===== config.mk =====
export PLATFORM = sky130hd
export DESIGN_NAME = rtc_bank_port
export DESIGN_NICKNAME = d
export VERILOG_FILES = /design/src/rtl/rtc_bank_port.sv
export SDC_FILE = /design/constraint.sdc
export NUM_CORES = 2
export LEC_CHECK = 0
export CELL_PAD_IN_SITES_DETAIL_PLACEMENT = 1
export CELL_PAD_IN_SITES_GLOBAL_PLACEMENT = 1
export CORE_MARGIN = 10
export CORE_UTILIZATION = 60
export CTS_CLUSTER_SIZE = 40
export DETAILED_ROUTE_END_ITERATION = 8
export PLACE_DENSITY_LB_ADDON = 0.15
export SLEW_MARGIN = 5
export SYNTH_ARGS = -nofsm -noshare
export SYNTH_HDL_FRONTEND = slang
export SYNTH_SLANG_ARGS = --single-unit

===== constraint.sdc =====
create_clock -name clk -period 6.61 [get_ports clk]
set_input_delay 1.322 -clock clk [delete_from_list [all_inputs] [get_ports clk]]
set_output_delay 1.322 -clock clk [all_outputs]
set_load 0.005 [all_outputs]

===== src/rtl/rtc_bank_port.sv =====
module rtc_bank_port #(
  parameter int DW = 8,
  parameter int AW = 7,
  parameter int CW = 4,
  parameter int TIME_BYTES = 10
) (
  input  logic          clk,
  input  logic          rst_n,
  input  logic          sec_en,
  input  logic          upd_busy,
  input  logic [1:0]    bus_off,
  input  logic          bus_wr,
  input  logic          bus_rd,
  input  logic [DW-1:0] wr_data,
  output logic [DW-1:0] rd_data,
  output logic          rd_valid,
  input  logic          cnt_we,
  input  logic [CW-1:0] cnt_idx,
  input  logic [DW-1:0] cnt_wdata,
  input  logic [CW-1:0] cnt_ridx,
  output logic [DW-1:0] cnt_rdata
);
  localparam int DEPTH = 1 << AW;

  logic [DW-1:0] pri_mem [DEPTH];
  logic [DW-1:0] sec_mem [DEPTH];
  logic [AW-1:0] pri_ptr, sec_ptr;

  logic [1:0] eff_off;
  logic       pri_ptr_we, sec_ptr_we, host_pri_we, host_sec_we, time_hit;
  logic [AW-1:0] cnt_addr, cnt_raddr;
  logic [DW-1:0] rd_next;

  assign eff_off     = sec_en ? bus_off : {1'b0, bus_off[0]};
  assign time_hit    = pri_ptr < AW'(TIME_BYTES);
  assign pri_ptr_we  = bus_wr && eff_off == 2'd0;
  assign sec_ptr_we  = bus_wr && eff_off == 2'd2;
  assign host_pri_we = bus_wr && eff_off == 2'd1 && !(upd_busy && time_hit);
  assign host_sec_we = bus_wr && eff_off == 2'd3;
  assign cnt_addr    = AW'(cnt_idx);
  assign cnt_raddr   = AW'(cnt_ridx);
  assign cnt_rdata   = pri_mem[cnt_raddr];

  always_comb begin
    case (eff_off)
      2'd0:    rd_next = DW'(pri_ptr);
      2'd1:    rd_next = pri_mem[pri_ptr];
      2'd2:    rd_next = DW'(sec_ptr);
      default: rd_next = sec_mem[sec_ptr];
    endcase
  end

  always_ff @(posedge clk) begin
    if (!rst_n) begin
      pri_ptr  <= '0;
      sec_ptr  <= '0;
      rd_data  <= '0;
      rd_valid <= 1'b0;
    end else begin
      if (pri_ptr_we) pri_ptr <= wr_data[AW-1:0];
      if (sec_ptr_we) sec_ptr <= wr_data[AW-1:0];
      rd_valid <= bus_rd;
      if (bus_rd) rd_data <= rd_next;
    end
  end

  always_ff @(posedge clk) begin
    if (host_pri_we) pri_mem[pri_ptr] <= wr_data;
    if (cnt_we)      pri_mem[cnt_addr] <= cnt_wdata;
    if (host_sec_we) sec_mem[sec_ptr] <= wr_data;
  end


  rd_latency_chk: assert property (@(posedge clk) disable iff (!rst_n)
    bus_rd |=> rd_valid);

  rd_idle_chk: assert property (@(posedge clk) disable iff (!rst_n)
    !bus_rd |=> !rd_valid);

  pri_ptr_load_chk: assert property (@(posedge clk) disable iff (!rst_n)
    (bus_wr && bus_off == 2'd0) |=> pri_ptr == $past(wr_data[AW-1:0]));

  sec_keeps_pri_chk: assert property (@(posedge clk) disable iff (!rst_n)
    (bus_wr && sec_en && bus_off == 2'd2) |=> $stable(pri_ptr));

  alias_ptr_chk: assert property (@(posedge clk) disable iff (!rst_n)
    (bus_wr && !sec_en && bus_off == 2'd2) |=>
      (pri_ptr == $past(wr_data[AW-1:0]) && $stable(sec_ptr)));

  time_guard_chk: assert property (@(posedge clk) disable iff (!rst_n)
    (upd_busy && pri_ptr < AW'(TIME_BYTES)) |-> !host_pri_we);
endmodule


**Yosys cells after proc, flatten, opt, wreduce, memory -nomap -nowiden**

Memories as Yosys holds them, arrays and structs flattened. A register that Yosys moved wholly into a read port is not among the register bits.
Index checks and enable logic that the tools add are counted.

- Register bits after elaboration: 23
- Memory bits (writable): 2,048
- Bits of input ports: 33
- Output and inout port bits: 17
- Word-level logic and storage cells: 30
- Memories kept: 2

Memory list:

| memory | depth | width | rd ports | clocked after Yosys merged registers in | write ports | RTL line | text |
|---|---|---|---|---|---|---|---|
| pri_mem | 128 | 8 | 2 | 1 | 2 | 25 | `logic [DW-1:0] pri_mem [DEPTH];` |
| sec_mem | 128 | 8 | 1 | 1 | 1 | 26 | `logic [DW-1:0] sec_mem [DEPTH];` |

- $lt $le $gt $ge: 1
- Equal/unequal tests: 3
- Muxes and demuxes: 12
- Reductions and logical operators: 8

Operators by type and width:

| kind | count |
|---|---|
| $mux W7 | 4 |
| $pmux W8 S3 | 1 |
| $lt A7 B4 Y1 const B | 1 |
| $logic_and A1 B1 Y1 | 6 |
| $mux W1 | 6 |
| $eq A2 B2 Y1 const B | 2 |
| $eq A2 B1 Y1 const B | 1 |
| $logic_not A2 Y1 | 1 |
| $mux W2 | 1 |
| $logic_not A1 Y1 | 1 |

**Logic depth before layout (Yosys ltp)**

- Depth after elaboration: 6
- Mapped depth: 11
- Depth with buffers taken out: 7

**Worst setup path before layout**

No wires, ideal clock.

- Path type: input-to-output
- From: input port cnt_ridx[0]
- To: output port cnt_rdata[0]
- Arrival: 2,835 ps
- Data required time: 5,288 ps
- Setup slack: 2,453 ps
- Stages on the path: 4
- Buffers on the path: 2
- Path through: clkbuf_1 buf_2 mux4_2 mux4_2

- Cells in the longest elaborated chain, start to end: 1

Ends and longest elaborated chain:

| what | RTL line | text |
|---|---|---|
| start: declaration | 20 | `input logic [CW-1:0] cnt_ridx,` |
| $mem_v2 Z128 W8 | -- |  |
| end: declaration | 21 | `output logic [DW-1:0] cnt_rdata` |

Every way passes these cells.

**Final worst setup path**

- From: input port cnt_ridx[0]
- To: output port cnt_rdata[2]

The elaborated chain is that of the path after synthesis.

==> impl_results.md <==
* Status: finished, final reports clean
* Most frequent cells in the layout: edfxtp_1, mux4_2, nor2_1
* Post-route clock skew at 0.03066 ns
* Ys async rst share at 0%
* Area contributors post-synth: edfxtp_1, mux4_2, mux2i_1
* Io pins at 50
* FMAX at 0.1975 GHz
* Hold Fails Final Rpt at 0
* CP max stage delay at about 0.76 ns
* Sequential area share after synthesis at 74.58%
* Largest net degree at the start of global routing at about 160
* GR Overflow Total at 0
* Met1 Wirelength at between 90000 and 100000 um
* Commonest non-fill, non-tap cell in the layout: edfxtp_1
* First-pass GRT wire length at 336100 um
* Layout cells sized above 1 at 23.43%
* Cells after Synth at 4127
* DP Wirelength at 141500 um
* Final #Nets at about 4200
* Maximum VDD drop at 226.6 uV
* Initial core utilization at about three fifths
* Die area at 154400 um2
* Leak at approximately 0.027 uW
* CP max stage cell: buf_2
* Root buffer cell: clkbuf_16
* Post-Layout Inst Area at between 90000 and 100000 um2
* Final setup vio count at 0
* Synth area leader: edfxtp_1
* Input/output buffers at 49
* TritonCTS Buffers at 200
* Area post-placement at 85610 um2
* H-tree levels at 4
* Post-synth top flop: edfxtp_1
* Cts hold-fix bufs at 0
* Area share of the largest cell type after synthesis at 73.70%
* Clk sinks at 2085
* EDFF count, synth at approximately 2000
* Vias in the first global route at 45210
* Routed len/inst at approximately 38 um
* Synth warn at 0
* Row cnt at about 140
* Initial antenna violation count at 11
* Worst skew pair latency at about 0.85 ns
* Cell area after synthesis at 83450 um2
* Crit path time final at 5.064 ns
* Setup bufs post-CTS at 0
* CP cell instances: buf_2, mux4_2, mux4_2, clkdlybuf4s50_1
* Core area at 137800 um2
* Highest net fanout along the worst path at 32
* Area Overhead vs Synth at 10.51%
* Die W at 392.9 um
* Final hold slack at 0.6074 ns
* R2r setup slk at 2.54 ns
* Routed wl met3 at 23390 um
* Highest metal used: met5
* # DRC at 0
* Crit end category: output port
* Crit-path most repeated cell: mux4_2
* Placer Congestion at between 0.8 and 0.9
* Max Cap Violations at 0
* Final period util at 76.61%
* Clock Path Buffers at 3
* Worst path arrival time at around 3.7 ns
* Syn avg cell area at 20.22 um2
* Die height at 392.9 um
* Met2 WL at ~110000 um
* Critical path launch point type: input pin
* Setup CP Type: input pin to output port
* Worst slew pin tran at 1.319 ns
* Router iterations before antenna repair at 6
* Max-slew violations at 0
* Total GRT Usage at 30.32%
* Slew Limit Headroom at 11.95%
* Reg2reg path depth at 8
* Worst Path Required at 5.29 ns
* Via density at 7.151
* Synth cell types at 60
* CTS resizes at 0
* Final WL at 231500 um
* Core Util, Final at 66.91%
* Setup TNS at 0 ns
* Hold Crit Class: flop to flop
* N_diodes at 0
* Number of routed nets with antenna violations at 0
* Hold Path Depth at 2
* Filler cell count at 10960
* Detailed Route Iter0 Violations at 6264
* Pwr dens at 295.5 nW/um2
* Seq cells post-synth at 2085
* Syn Nets at 4160
* Clk pin slew, worst setup/hold paths at 0.06 ns
* Routed vias at 44080
* CTS tree: yes
* RSZ-0062 raised after global routing: no
==> stage by stage <==
stage / power [uW] / std cells / setup WS (ns)
global route: 27940 / 6165 / 1.391
detailed placement: 15900 / 5795 / 1.278
floorplan: 15360 / 4127 / 2.453
finish: 27250 / 6165 / 1.546
CTS: 27330 / 6165 / 1.524
global placement: 15870 / 5795 / 1.440
==> registers in the layout, summed over array words and instances (netlist names), named ones only <==
| register | count |
|---|---|
| rd_data | 8 |
| pri_ptr | 7 |
| pri_mem | 1024 |
| sec_mem | 1024 |
| rd_valid | 1 |
| sec_ptr | 7 |
==> final timing paths <==
check                             to                    start
max                     cnt_rdata[2]              cnt_ridx[0]
min reg2reg                     flop  sec_ptr[0]$_SDFFE_PN0P_
min                             flop  sec_ptr[0]$_SDFFE_PN0P_
max reg2reg  rd_data[7]$_SDFFE_PN0P_                     flop
==> where the power goes <==
part           total (uW)  internal (uW)  switching, uW
sequential          14600          14500           57.2
combinational        1040            352            685
clock               11600           6670           4950
total               27200          21600           5690
==> synth_stat cells, drive strengths merged (6+ instances only) <==
library cell,n
o21ai,53
mux2i,172
nand3,61
a31oi,14
and2,15
o21bai,11
nand2b,13
a211oi,41
nor3,49
nand4,20
a22o,12
buf,121
mux2,141
o2bb2ai,6
nand2,92
a22oi,97
nor4,14
dfxtp,37
a221oi,10
clkbuf,132
and4,9
o221ai,27
nor2b,33
mux4,492
a21oi,34
o22ai,41
and3,9
edfxtp,2048
a21boi,8
nor2,270
==> critical path: cells and delay by family <==
kind / cells / cell delay [ns]
mux: 2 / 1.15
buf+inv: 2 / 1.24
==> layout make-up <==
class,count,area [um2],area share [%]
Sequential cell,2085,62260,67.52
Multi-Input combinational cell,1784,19840,21.52
Clock buffer,243,5293,5.739
Tap cell,1794,2245,2.434
Clock inverter,127,1315,1.426
Timing Repair Buffer,127,1240,1.345
Inverter,5,18.77,0.02035
==> cell families (layout without fill, tap and decap cells) <==
| group | after synthesis | count (layout) | synth area share, % |
|---|---|---|---|
| flops | 2085 | 2085 | 74.58 |
| buf+inv | 258 | 502 | 1.655 |
| simple gates | 609 | 609 | 3.393 |
| compound gates | 370 | 370 | 3.089 |
| mux | 805 | 805 | 17.28 |
==> metal layers <==
layer | vias up | GRT usage, %
met5 | - | 0
met4 | 12 | 9.171
met3 | 454 | 6.292
met2 | 2881 | 47.05
met1 | 23370 | 43.94
li1 | 17360 | -
(Power assumes the default switching activity.)
